==> config.mk <==
export PLATFORM = sky130hd
export DESIGN_NAME = am_monitor
export DESIGN_NICKNAME = d
export VERILOG_FILES = /design/src/rtl/am_pkg.sv /design/src/rtl/am_tick_timer.sv /design/src/rtl/am_run.sv /design/src/rtl/am_chan.sv /design/src/rtl/am_monitor.sv
export SDC_FILE = /design/constraint.sdc
export NUM_CORES = 2
export LEC_CHECK = 0
export BUFFER_PORTS_ARGS = -buffer_cell sky130_fd_sc_hd__clkbuf_2
export CAP_MARGIN = 20
export CORE_ASPECT_RATIO = 0.9
export CORE_MARGIN = 1
export CORE_UTILIZATION = 55
export DETAILED_ROUTE_END_ITERATION = 16
export GPL_TIMING_DRIVEN = 0
export PLACE_DENSITY = 0.79
export SETUP_SLACK_MARGIN = 0.15
export SLEW_MARGIN = 20
export SYNTH_ARGS = -nofsm -noshare
export SYNTH_HDL_FRONTEND = slang
export SYNTH_SLANG_ARGS = --single-unit
==> constraint.sdc <==
create_clock -name clk -period 11.7 [get_ports clk]
set_clock_uncertainty 0.15 [all_clocks]
set_input_delay 0.585 -clock clk [delete_from_list [all_inputs] [get_ports clk]]
set_output_delay 0.585 -clock clk [all_outputs]
set_load 0.02 [all_outputs]
==> src/rtl/am_pkg.sv <==
package am_pkg;
    localparam int DW       = 32;
    localparam int AW       = 12;
    localparam int KW       = 3;
    localparam int RUN_W    = 3;

    // control bit positions
    localparam int C_EN      = 31;
    localparam int C_RHI_EN  = 30;
    localparam int C_RLO_EN  = 29;
    localparam int C_NHI_LSB = 26;
    localparam int C_NLO_LSB = 23;
    localparam int C_AVHI_EN = 21;
    localparam int C_AVLO_EN = 20;
    localparam int C_PER     = 18;
    localparam int C_K_LSB   = 10;

    // status bit positions
    localparam int S_RHI  = 31;
    localparam int S_RLO  = 30;
    localparam int S_AVHI = 29;
    localparam int S_AVLO = 28;

    // channel-local offsets
    localparam logic [5:0] O_CTRL = 6'h00;
    localparam logic [5:0] O_HWM  = 6'h04;
    localparam logic [5:0] O_LWM  = 6'h08;
    localparam logic [5:0] O_SEED = 6'h0C;
    localparam logic [5:0] O_AHWM = 6'h10;
    localparam logic [5:0] O_ALWM = 6'h14;
    localparam logic [5:0] O_WGT  = 6'h18;
    localparam logic [5:0] O_AVG  = 6'h20;
    localparam logic [5:0] O_STAT = 6'h24;

    // global map
    localparam logic [AW-1:0] G_STAT    = 12'h000;
    localparam logic [AW-1:0] G_PER     = 12'h004;
    localparam logic [AW-1:0] CH_BASE0  = 12'h1C0;
    localparam logic [AW-1:0] CH_STRIDE = 12'h040;
    localparam int            GSTAT_TOP = 26;

    typedef struct packed {
        logic [DW-1:0] ctrl;
        logic [DW-1:0] hwm;
        logic [DW-1:0] lwm;
        logic [DW-1:0] ahwm;
        logic [DW-1:0] alwm;
        logic [DW-1:0] wgt;
        logic [DW-1:0] acc;
        logic [DW-1:0] avg;
        logic [DW-1:0] stat;
    } chan_t;

    typedef struct packed {
        logic [7:0] per;
        logic [7:0] cnt;
    } tmr_t;
endpackage

==> src/rtl/am_tick_timer.sv <==
module am_tick_timer #(
    parameter int PW = 8
) (
    input  logic          clk,
    input  logic          rst_n,
    input  logic          wr_i,
    input  logic [PW-1:0] wdata_i,
    input  logic          tick_i,
    output logic [PW-1:0] period_o,
    output logic          pend_o
);
    logic [PW-1:0] per_q, per_d;
    logic [PW-1:0] cnt_q, cnt_d;

    assign pend_o   = tick_i && (cnt_q == per_q);
    assign period_o = per_q;

    always_comb begin
        per_d = per_q;
        cnt_d = cnt_q;
        if (tick_i) cnt_d = pend_o ? '0 : cnt_q + 1'b1;
        if (wr_i)   per_d = wdata_i;
    end

    always_ff @(posedge clk) begin
        if (!rst_n) begin
            per_q <= '0;
            cnt_q <= '0;
        end else begin
            per_q <= per_d;
            cnt_q <= cnt_d;
        end
    end


    period_gap_chk: assert property (@(posedge clk) disable iff (!rst_n)
        (pend_o && per_q != '0 && !wr_i) |=> !pend_o);
endmodule

==> src/rtl/am_run.sv <==
module am_run #(
    parameter int NW = 3
) (
    input  logic          clk,
    input  logic          rst_n,
    input  logic          clr_i,
    input  logic          samp_i,
    input  logic          breach_i,
    input  logic [NW-1:0] lim_i,
    output logic          hit_o
);
    logic [NW-1:0] cnt_q, cnt_d;

    assign hit_o = samp_i && breach_i && (cnt_q == lim_i);

    always_comb begin
        cnt_d = cnt_q;
        if (clr_i)       cnt_d = '0;
        else if (samp_i) cnt_d = (!breach_i || hit_o) ? '0 : cnt_q + 1'b1;
    end

    always_ff @(posedge clk) begin
        if (!rst_n) cnt_q <= '0;
        else        cnt_q <= cnt_d;
    end


    run_restart_chk: assert property (@(posedge clk) disable iff (!rst_n)
        hit_o |=> cnt_q == '0);
endmodule

==> src/rtl/am_chan.sv <==
module am_chan
    import am_pkg::*;
(
    input  logic          clk,
    input  logic          rst_n,
    input  logic          wr_i,
    input  logic [5:0]    off_i,
    input  logic [DW-1:0] wdata_i,
    input  logic          samp_i,
    input  logic          evt_i,
    output logic [DW-1:0] rdata_o,
    output logic          pend_o
);
    chan_t st_q, st_d;
    logic active, take;
    logic [1:0] breach, hit;
    logic [RUN_W-1:0] lim [2];
    logic signed [DW:0] diff, step;
    logic [3:0] shamt;
    logic [DW-1:0] avg_new;

    assign active    = st_q.ctrl[C_EN] && st_q.ctrl[C_PER];
    assign take      = active && samp_i;
    assign breach[0] = st_q.acc > st_q.hwm;
    assign breach[1] = st_q.acc < st_q.lwm;
    assign lim[0]    = st_q.ctrl[C_NHI_LSB +: RUN_W];
    assign lim[1]    = st_q.ctrl[C_NLO_LSB +: RUN_W];

    for (genvar g = 0; g < 2; g++) begin : g_run
        am_run #(.NW(RUN_W)) u_run (
            .clk      (clk),
            .rst_n    (rst_n),
            .clr_i    (!active),
            .samp_i   (take),
            .breach_i (breach[g]),
            .lim_i    (lim[g]),
            .hit_o    (hit[g])
        );
    end

    assign shamt   = {1'b0, st_q.ctrl[C_K_LSB +: KW]} + 4'd1;
    assign diff    = $signed({1'b0, st_q.acc}) - $signed({1'b0, st_q.avg});
    assign step    = diff >>> shamt;
    assign avg_new = st_q.avg + step[DW-1:0];

    always_comb begin
        st_d = st_q;
        st_d.acc = active ? ((samp_i ? '0 : st_q.acc) + (evt_i ? st_q.wgt : '0)) : '0;
        st_d.stat = st_q.stat & ~((wr_i && off_i == O_STAT) ? wdata_i : '0);
        if (take) begin
            st_d.avg = avg_new;
            if (hit[0])               st_d.stat[S_RHI]  = 1'b1;
            if (hit[1])               st_d.stat[S_RLO]  = 1'b1;
            if (avg_new > st_q.ahwm)  st_d.stat[S_AVHI] = 1'b1;
            if (avg_new < st_q.alwm)  st_d.stat[S_AVLO] = 1'b1;
        end
        if (wr_i) begin
            case (off_i)
                O_CTRL: st_d.ctrl = wdata_i;
                O_HWM:  st_d.hwm  = wdata_i;
                O_LWM:  st_d.lwm  = wdata_i;
                O_SEED: st_d.avg  = wdata_i;
                O_AHWM: st_d.ahwm = wdata_i;
                O_ALWM: st_d.alwm = wdata_i;
                O_WGT:  st_d.wgt  = wdata_i;
                default: ;
            endcase
        end
    end

    always_ff @(posedge clk) begin
        if (!rst_n) st_q <= '0;
        else        st_q <= st_d;
    end

    always_comb begin
        case (off_i)
            O_CTRL:  rdata_o = st_q.ctrl;
            O_HWM:   rdata_o = st_q.hwm;
            O_LWM:   rdata_o = st_q.lwm;
            O_AHWM:  rdata_o = st_q.ahwm;
            O_ALWM:  rdata_o = st_q.alwm;
            O_WGT:   rdata_o = st_q.wgt;
            O_AVG:   rdata_o = st_q.avg;
            O_STAT:  rdata_o = st_q.stat;
            default: rdata_o = '0;
        endcase
    end

    assign pend_o = st_q.ctrl[C_EN] &&
                    ((st_q.stat[S_RHI]  && st_q.ctrl[C_RHI_EN])  ||
                     (st_q.stat[S_RLO]  && st_q.ctrl[C_RLO_EN])  ||
                     (st_q.stat[S_AVHI] && st_q.ctrl[C_AVHI_EN]) ||
                     (st_q.stat[S_AVLO] && st_q.ctrl[C_AVLO_EN]));


    idle_avg_hold_chk: assert property (@(posedge clk) disable iff (!rst_n)
        (!active && !(wr_i && off_i == O_SEED)) |=> $stable(st_q.avg));


    stat_clear_chk: assert property (@(posedge clk) disable iff (!rst_n)
        (wr_i && off_i == O_STAT && (&wdata_i) && !take) |=> st_q.stat == '0);
endmodule

==> src/rtl/am_monitor.sv <==
module am_monitor
    import am_pkg::*;
#(
    parameter int NCH = 2,
    parameter int PW  = 8
) (
    input  logic           clk,
    input  logic           rst_n,
    input  logic           tick_i,
    input  logic [NCH-1:0] evt_i,
    input  logic           reg_wr_i,
    input  logic [AW-1:0]  reg_addr_i,
    input  logic [DW-1:0]  reg_wdata_i,
    output logic [DW-1:0]  reg_rdata_o,
    output logic           irq_o
);
    logic [PW-1:0]  period;
    logic           pend;
    logic [DW-1:0]  ch_rd [NCH];
    logic [NCH-1:0] ch_pend;
    logic [NCH-1:0] ch_sel;
    logic [DW-1:0]  glb;

    am_tick_timer #(.PW(PW)) u_timer (
        .clk      (clk),
        .rst_n    (rst_n),
        .wr_i     (reg_wr_i && reg_addr_i == G_PER),
        .wdata_i  (reg_wdata_i[PW-1:0]),
        .tick_i   (tick_i),
        .period_o (period),
        .pend_o   (pend)
    );

    for (genvar i = 0; i < NCH; i++) begin : g_ch
        localparam logic [AW-1:0] BASE = CH_BASE0 + AW'(i) * CH_STRIDE;
        assign ch_sel[i] = reg_addr_i[AW-1:6] == BASE[AW-1:6];
        am_chan u_chan (
            .clk     (clk),
            .rst_n   (rst_n),
            .wr_i    (reg_wr_i && ch_sel[i]),
            .off_i   (reg_addr_i[5:0]),
            .wdata_i (reg_wdata_i),
            .samp_i  (pend),
            .evt_i   (evt_i[i]),
            .rdata_o (ch_rd[i]),
            .pend_o  (ch_pend[i])
        );
    end

    always_comb begin
        glb = '0;
        for (int i = 0; i < NCH; i++) glb[GSTAT_TOP-i] = ch_pend[i];
    end

    assign irq_o = |ch_pend;

    always_comb begin
        reg_rdata_o = '0;
        if (reg_addr_i == G_STAT)     reg_rdata_o = glb;
        else if (reg_addr_i == G_PER) reg_rdata_o = {{(DW-PW){1'b0}}, period};
        for (int i = 0; i < NCH; i++)
            if (ch_sel[i]) reg_rdata_o = ch_rd[i];
    end


    glb_mirror_chk: assert property (@(posedge clk) disable iff (!rst_n)
        irq_o |-> glb != '0);
endmodule

# == Yosys cells after proc, flatten, opt, wreduce, memory -nomap -nowiden ==
# Index checks and enable logic that the tools add are counted.
# op_classes
n_reduce_logical,59
eq_ne,16
n_shift,2
add_sub_neg,13
n_mux,31
bitwise,4
magnitude_cmp,8
# ops
cell,count
32-bit one-hot mux with 8 select lines,2
32-bit 2-to-1 mux,12
32-bit adder,4
32-bit greater-than comparator,4
32-bit less-than comparator,4
36-bit 2-to-1 mux,2
33-bit by 4-bit >>> shifter with 32-bit output,2
32-bit by 32-bit subtractor with 33-bit output,2
32-bit bitwise AND,2
32-bit inverter,2
1-bit logical AND,28
2-bit AND reduction,14
27-bit 2-to-1 mux,1
"6-bit by 4-bit equality test with 1-bit output, second input constant",3
"6-bit by 5-bit equality test with 1-bit output, second input constant",3
8-bit 2-to-1 mux,2
"3-bit by 1-bit adder with 3-bit output, second input constant",4
"12-bit by 3-bit equality test with 1-bit output, second input constant",1
3-bit equality test,4
"6-bit by 3-bit equality test with 1-bit output, second input constant",2
"6-bit equality test, second input constant",2
12-bit zero test,1
3-bit 2-to-1 mux,4
1-bit logical OR,10
other kinds (7),18
# word_totals
register_bits,604
inputBits,50
output_inout_bits,33

# == Logic depth before layout (Yosys ltp) ==
# depth
depth_word,10
mapped_depth,36
depth_no_buf,36

# == Modules after synthesis ==
# A second synthesis with hierarchy kept.
# unflattened
hier_cells,6035
hier_area_um2,45595.0
# by_module_without_submodules
module,area_each_um2,instances,cells_per_inst
am_chan (g_ch[1].u_chan),21817.2,1,2905
am_chan (g_ch[0].u_chan),21727.1,1,2897
am_run,188.9,4,20
am_tick_timer,755.7,1,78
am_monitor,539.3,1,75

# == Worst setup path before layout ==
# Ideal clock, no wire load.
# synth_path
path_type,reg2reg
start,reg g_ch[1].u_chan.st_q[64] in the netlist's numbering
end,reg g_ch[1].u_chan.st_q[29] in the netlist's numbering
t_arrival_ns,6.878
period_less_slack_ns,7.146
path_stages_with_launch,32
path_slack_ns,4.554
required_ns,11.431
path_buffers,0
path_cell_list,dfxtp_1 inv_1 ha_1 fa_1 and2b_1 o31ai_2 a2111oi_4 nor2_4 o311ai_4 nor3_1 or3_4 mux4_2 mux2_2 o21a_1 ha_1 a21o_1 a21o_1 a21oi_1 nand4_1 a32oi_1 a211oi_1 or3_1 a21o_1 a21oi_1 xnor2_1 ha_1 and4_1 nand4_1 nor2_1 a211oi_1 o21ai_0 o221a_2
# synth_between
elab_chain_len,6
# synth_rtl
item,line,text
"start, declared",am_chan.sv:14,"chan_t st_q, st_d;"
"start signal, assigned",am_chan.sv:73,else st_q <= st_d;
32-bit by 32-bit subtractor with 33-bit output,am_chan.sv:42,"assign diff = $signed({1'b0, st_q.acc}) - $signed({1'b0, st_q.avg});"
33-bit by 4-bit >>> shifter with 32-bit output,am_chan.sv:43,assign step = diff >>> shamt;
32-bit adder,am_chan.sv:44,assign avg_new = st_q.avg + step[DW-1:0];
32-bit greater-than comparator,am_chan.sv:54,if (avg_new > st_q.ahwm) st_d.stat[S_AVHI] = 1'b1;
1-bit 2-to-1 mux,am_chan.sv:54,
36-bit 2-to-1 mux,am_chan.sv:50,if (take) begin
# Every way passes these cells.
# A chain may end at the register's enable or synchronous reset.

# == Worst setup path after layout ==
# layout_path
start,reg g_ch[0].u_chan.st_q[40] in the netlist's numbering
end,reg g_ch[0].u_chan.st_q[29] in the netlist's numbering
# layout_between
elab_chain_len,6
# layout_rtl
item,line
"start, declared",am_chan.sv:14
"start signal, assigned",am_chan.sv:73
32-bit by 32-bit subtractor with 33-bit output,am_chan.sv:42
33-bit by 4-bit >>> shifter with 32-bit output,am_chan.sv:43
32-bit adder (*),am_chan.sv:44
32-bit greater-than comparator (*),am_chan.sv:54
1-bit 2-to-1 mux (*),am_chan.sv:54
36-bit 2-to-1 mux (*),am_chan.sv:50
# Every way passes the cells marked *; elsewhere a longest branch is shown, timed or not.

==> impl_metrics.env <==
export IMPL_syn_inst=5972
export IMPL_async_flop_share=0
export IMPL_grt_pass1_vias=42300
export IMPL_cts_setup_buffers=0
export IMPL_maxCapViolations=0
export IMPL_grt_pass1_wl_um=289000
export IMPL_cts_clk_slew_worst_paths_ns=0.06
export IMPL_cp_slowest_stage_delay_ns=0.79
export IMPL_htreeDepth=3
export IMPL_cts_buffers=68
export IMPL_crit_slowest_cell="a2111oi_0"
export IMPL_cpLargestDelayFamily="compound AO/OA/AOI/OAI gates"
export IMPL_grt_max_degree=14
export IMPL_setup_tns_ns=0
export IMPL_max_slew_margin_rel=0.130
export IMPL_drt_iter0_drc=8524
export IMPL_fp_dieArea_um2=82400
export IMPL_cts_tree="done"
export IMPL_cp_arrival_ns=10.38
export IMPL_finalWeightedCongestion=1.05
export IMPL_vdd_drop_max_uv=105
export IMPL_syn_mean_instance_area_um2=7.48
export IMPL_drv_slew=0
export IMPL_fmax_mhz=99.3
export IMPL_start_util=0.559
export IMPL_grt_usage=0.480
export IMPL_end_kind="flop"
export IMPL_area_delta_synth_final_pct=8.98
export IMPL_insertion_delay_ns=0.65
export IMPL_pin_count=83
export IMPL_path_max_fanout=6
export IMPL_worst_setup_path_type="reg2reg"
export IMPL_start_kind="flop"
export IMPL_cts_buffer_depth=3
export IMPL_drt_vias_per_instance=6.67
export IMPL_drc=0
export IMPL_tightestPinTransition_ns=1.31
export IMPL_cts_root_buf="clkbuf_16"
export IMPL_power_density_nw_per_um2=93.2
export IMPL_die_y_um=272
export IMPL_netlist_area_um2=44700
export IMPL_yosysSeqAreaShare=0.271
export IMPL_core_area_um2=79900
export IMPL_r2r_slack_ns=1.63
export IMPL_synth_warnings=0
export IMPL_grt_overflow_total=0
export IMPL_vias=48200
export IMPL_hold_path_class="in2reg"
export IMPL_routedWlPerCell_um=28.4
export IMPL_ant_nets=0
export IMPL_yosysMostFrequentCell="nand2_1"
export IMPL_synth_fp_nets=6475
export IMPL_synth_ff_type="dfxtp_1"
export IMPL_drt_first_pass_iters=8
export IMPL_final_nets=6622
export IMPL_synth_edf_count=0
export IMPL_synth_top_area_cell="dfxtp_1"
export IMPL_finalCriticalPeriod_ns=10.07
export IMPL_hold_viol=0
export IMPL_cts_hold_buffers=0
export IMPL_finalCritPeriodShare=0.861
export IMPL_synthDistinctLibCells=98
export IMPL_yosys_top_cells_area="dfxtp_1, ha_1, nand2_1"
export IMPL_port_buffers=71
export IMPL_p_leak_nw=19.4
export IMPL_layoutNonFillerInstCount=7224
export IMPL_cts_sinks=604
export IMPL_rsz0062_at_grt="no"
export IMPL_rows=98
export IMPL_die_w_um=302
export IMPL_synth_top_area_share=0.271
export IMPL_dp_hpwl_um=167000
export IMPL_antenna_found_initial=13
export IMPL_fin_util=0.609
export IMPL_wirelength_um=205000
export IMPL_worstPathRequired_ns=12.01
export IMPL_worst_path_most_repeated_cell="a21oi_1"
export IMPL_setup_viol=0
export IMPL_synthTopCellsByCount="nand2_1, a21oi_1, dfxtp_1, ha_1, inv_1"
export IMPL_critPathBufInv=1
export IMPL_placed_cells=7099
export IMPL_status="completed"
export IMPL_cts_resized=0
export IMPL_synth_seq_cells=604
export IMPL_drive_above_1_share=0.0459
## area by class of cell
type	instances	area, um^2
Fill cell	7463	31300
Multi-Input combinational cell	4622	29800
Sequential cell	604	12100
Clock buffer	99	2020
Buffer	379	1440
Inverter	367	1380
Tap cell	1050	1310
Timing Repair Buffer	77	390
Clock inverter	21	201
Antenna cell	5	12.5
## layer usage
layer	track usage	part of all wire
met5	0	0.00027
met4	0.170	0.042
met3	0.190	0.17
met2	0.611	0.36
met1	0.711	0.42
## flip-flops by register name (all words and copies together), names as in the netlist
name,cells
g_ch.u_chan.g_run.u_run.cnt_q,12
g_ch.u_chan.lim,12
g_ch.u_chan.st_q,564
u_timer.cnt_q,8
u_timer.period_o,8
## worst paths after layout
| check | start | to | cells after the start |
|---|---|---|---|
| max | g_ch[0].u_chan.st_q[40] | g_ch[0].u_chan.st_q[29] | 31 |
| min | tick_i | u_timer.cnt_q[2] | 4 |
| max reg2reg | g_ch[0].u_chan.st_q[40] | g_ch[0].u_chan.st_q[29] | 31 |
| min reg2reg | g_ch[1].u_chan.st_q[17] | g_ch[1].u_chan.st_q[17] | 2 |
## cells by family (layout without fill, tap and decap cells)
logic type | after synthesis | count (layout) | synth area share
other | 0 | 5 | 0
adder cells (fa/ha/maj) | 453 | 453 | 0.128
multiplexers | 232 | 232 | 0.0568
buffers and inverters | 746 | 943 | 0.0628
AO/OA/AOI/OAI | 1815 | 1815 | 0.253
flip-flops | 604 | 604 | 0.271
AND/OR/NAND/NOR | 1937 | 1937 | 0.193
XOR/XNOR | 185 | 185 | 0.0364
## power breakdown
part | internal, mW | leakage [nW] | switching [mW]
Sequential | 2.06 | 4.86 | 0.000891
Clock | 1.25 | 1.10 | 0.973
Combinational | 0.0435 | 13.5 | 0.216
Total | 3.35 | 19.4 | 1.19
## placed cells by master, fill, tap and decap left out, drive strengths merged, types with 81 or more instances in the layout
cell type / instances
o21ai: 211
dfxtp: 604
xnor2: 99
nand2: 1063
ha: 447
nand3: 86
o22ai: 99
inv: 371
a21oi: 781
a21o: 170
a22oi: 99
xor2: 86
nor2b: 125
and2: 81
nor2: 316
clkbuf: 523
mux2i: 192
## per-stage QoR
step,setup WS (ns),hold WS [ns],cell area [um^2],power [mW]
global route,1.50,0.190,48700,4.58
CTS,2.49,0.173,48700,4.49
floorplan,4.55,0.262,44700,2.21
detailed placement,2.54,0.271,46400,2.34
global placement,2.16,0.268,46300,2.34
finish,1.63,0.178,48700,4.54
## worst reg2reg max path: cells and delay by family, from the launching register on
family	cells	cell delay (ns)
muxes	1	0.49
buffers and inverters	1	0.09
and+or+nand+nor	8	1.76
DFF	1	0.37
AOI/OAI and AO/OA	17	5.79
adders and majority gates	3	0.88
xor gates and xnor gates	1	0.39
Note: power is estimated with default switching activity, not from simulation.
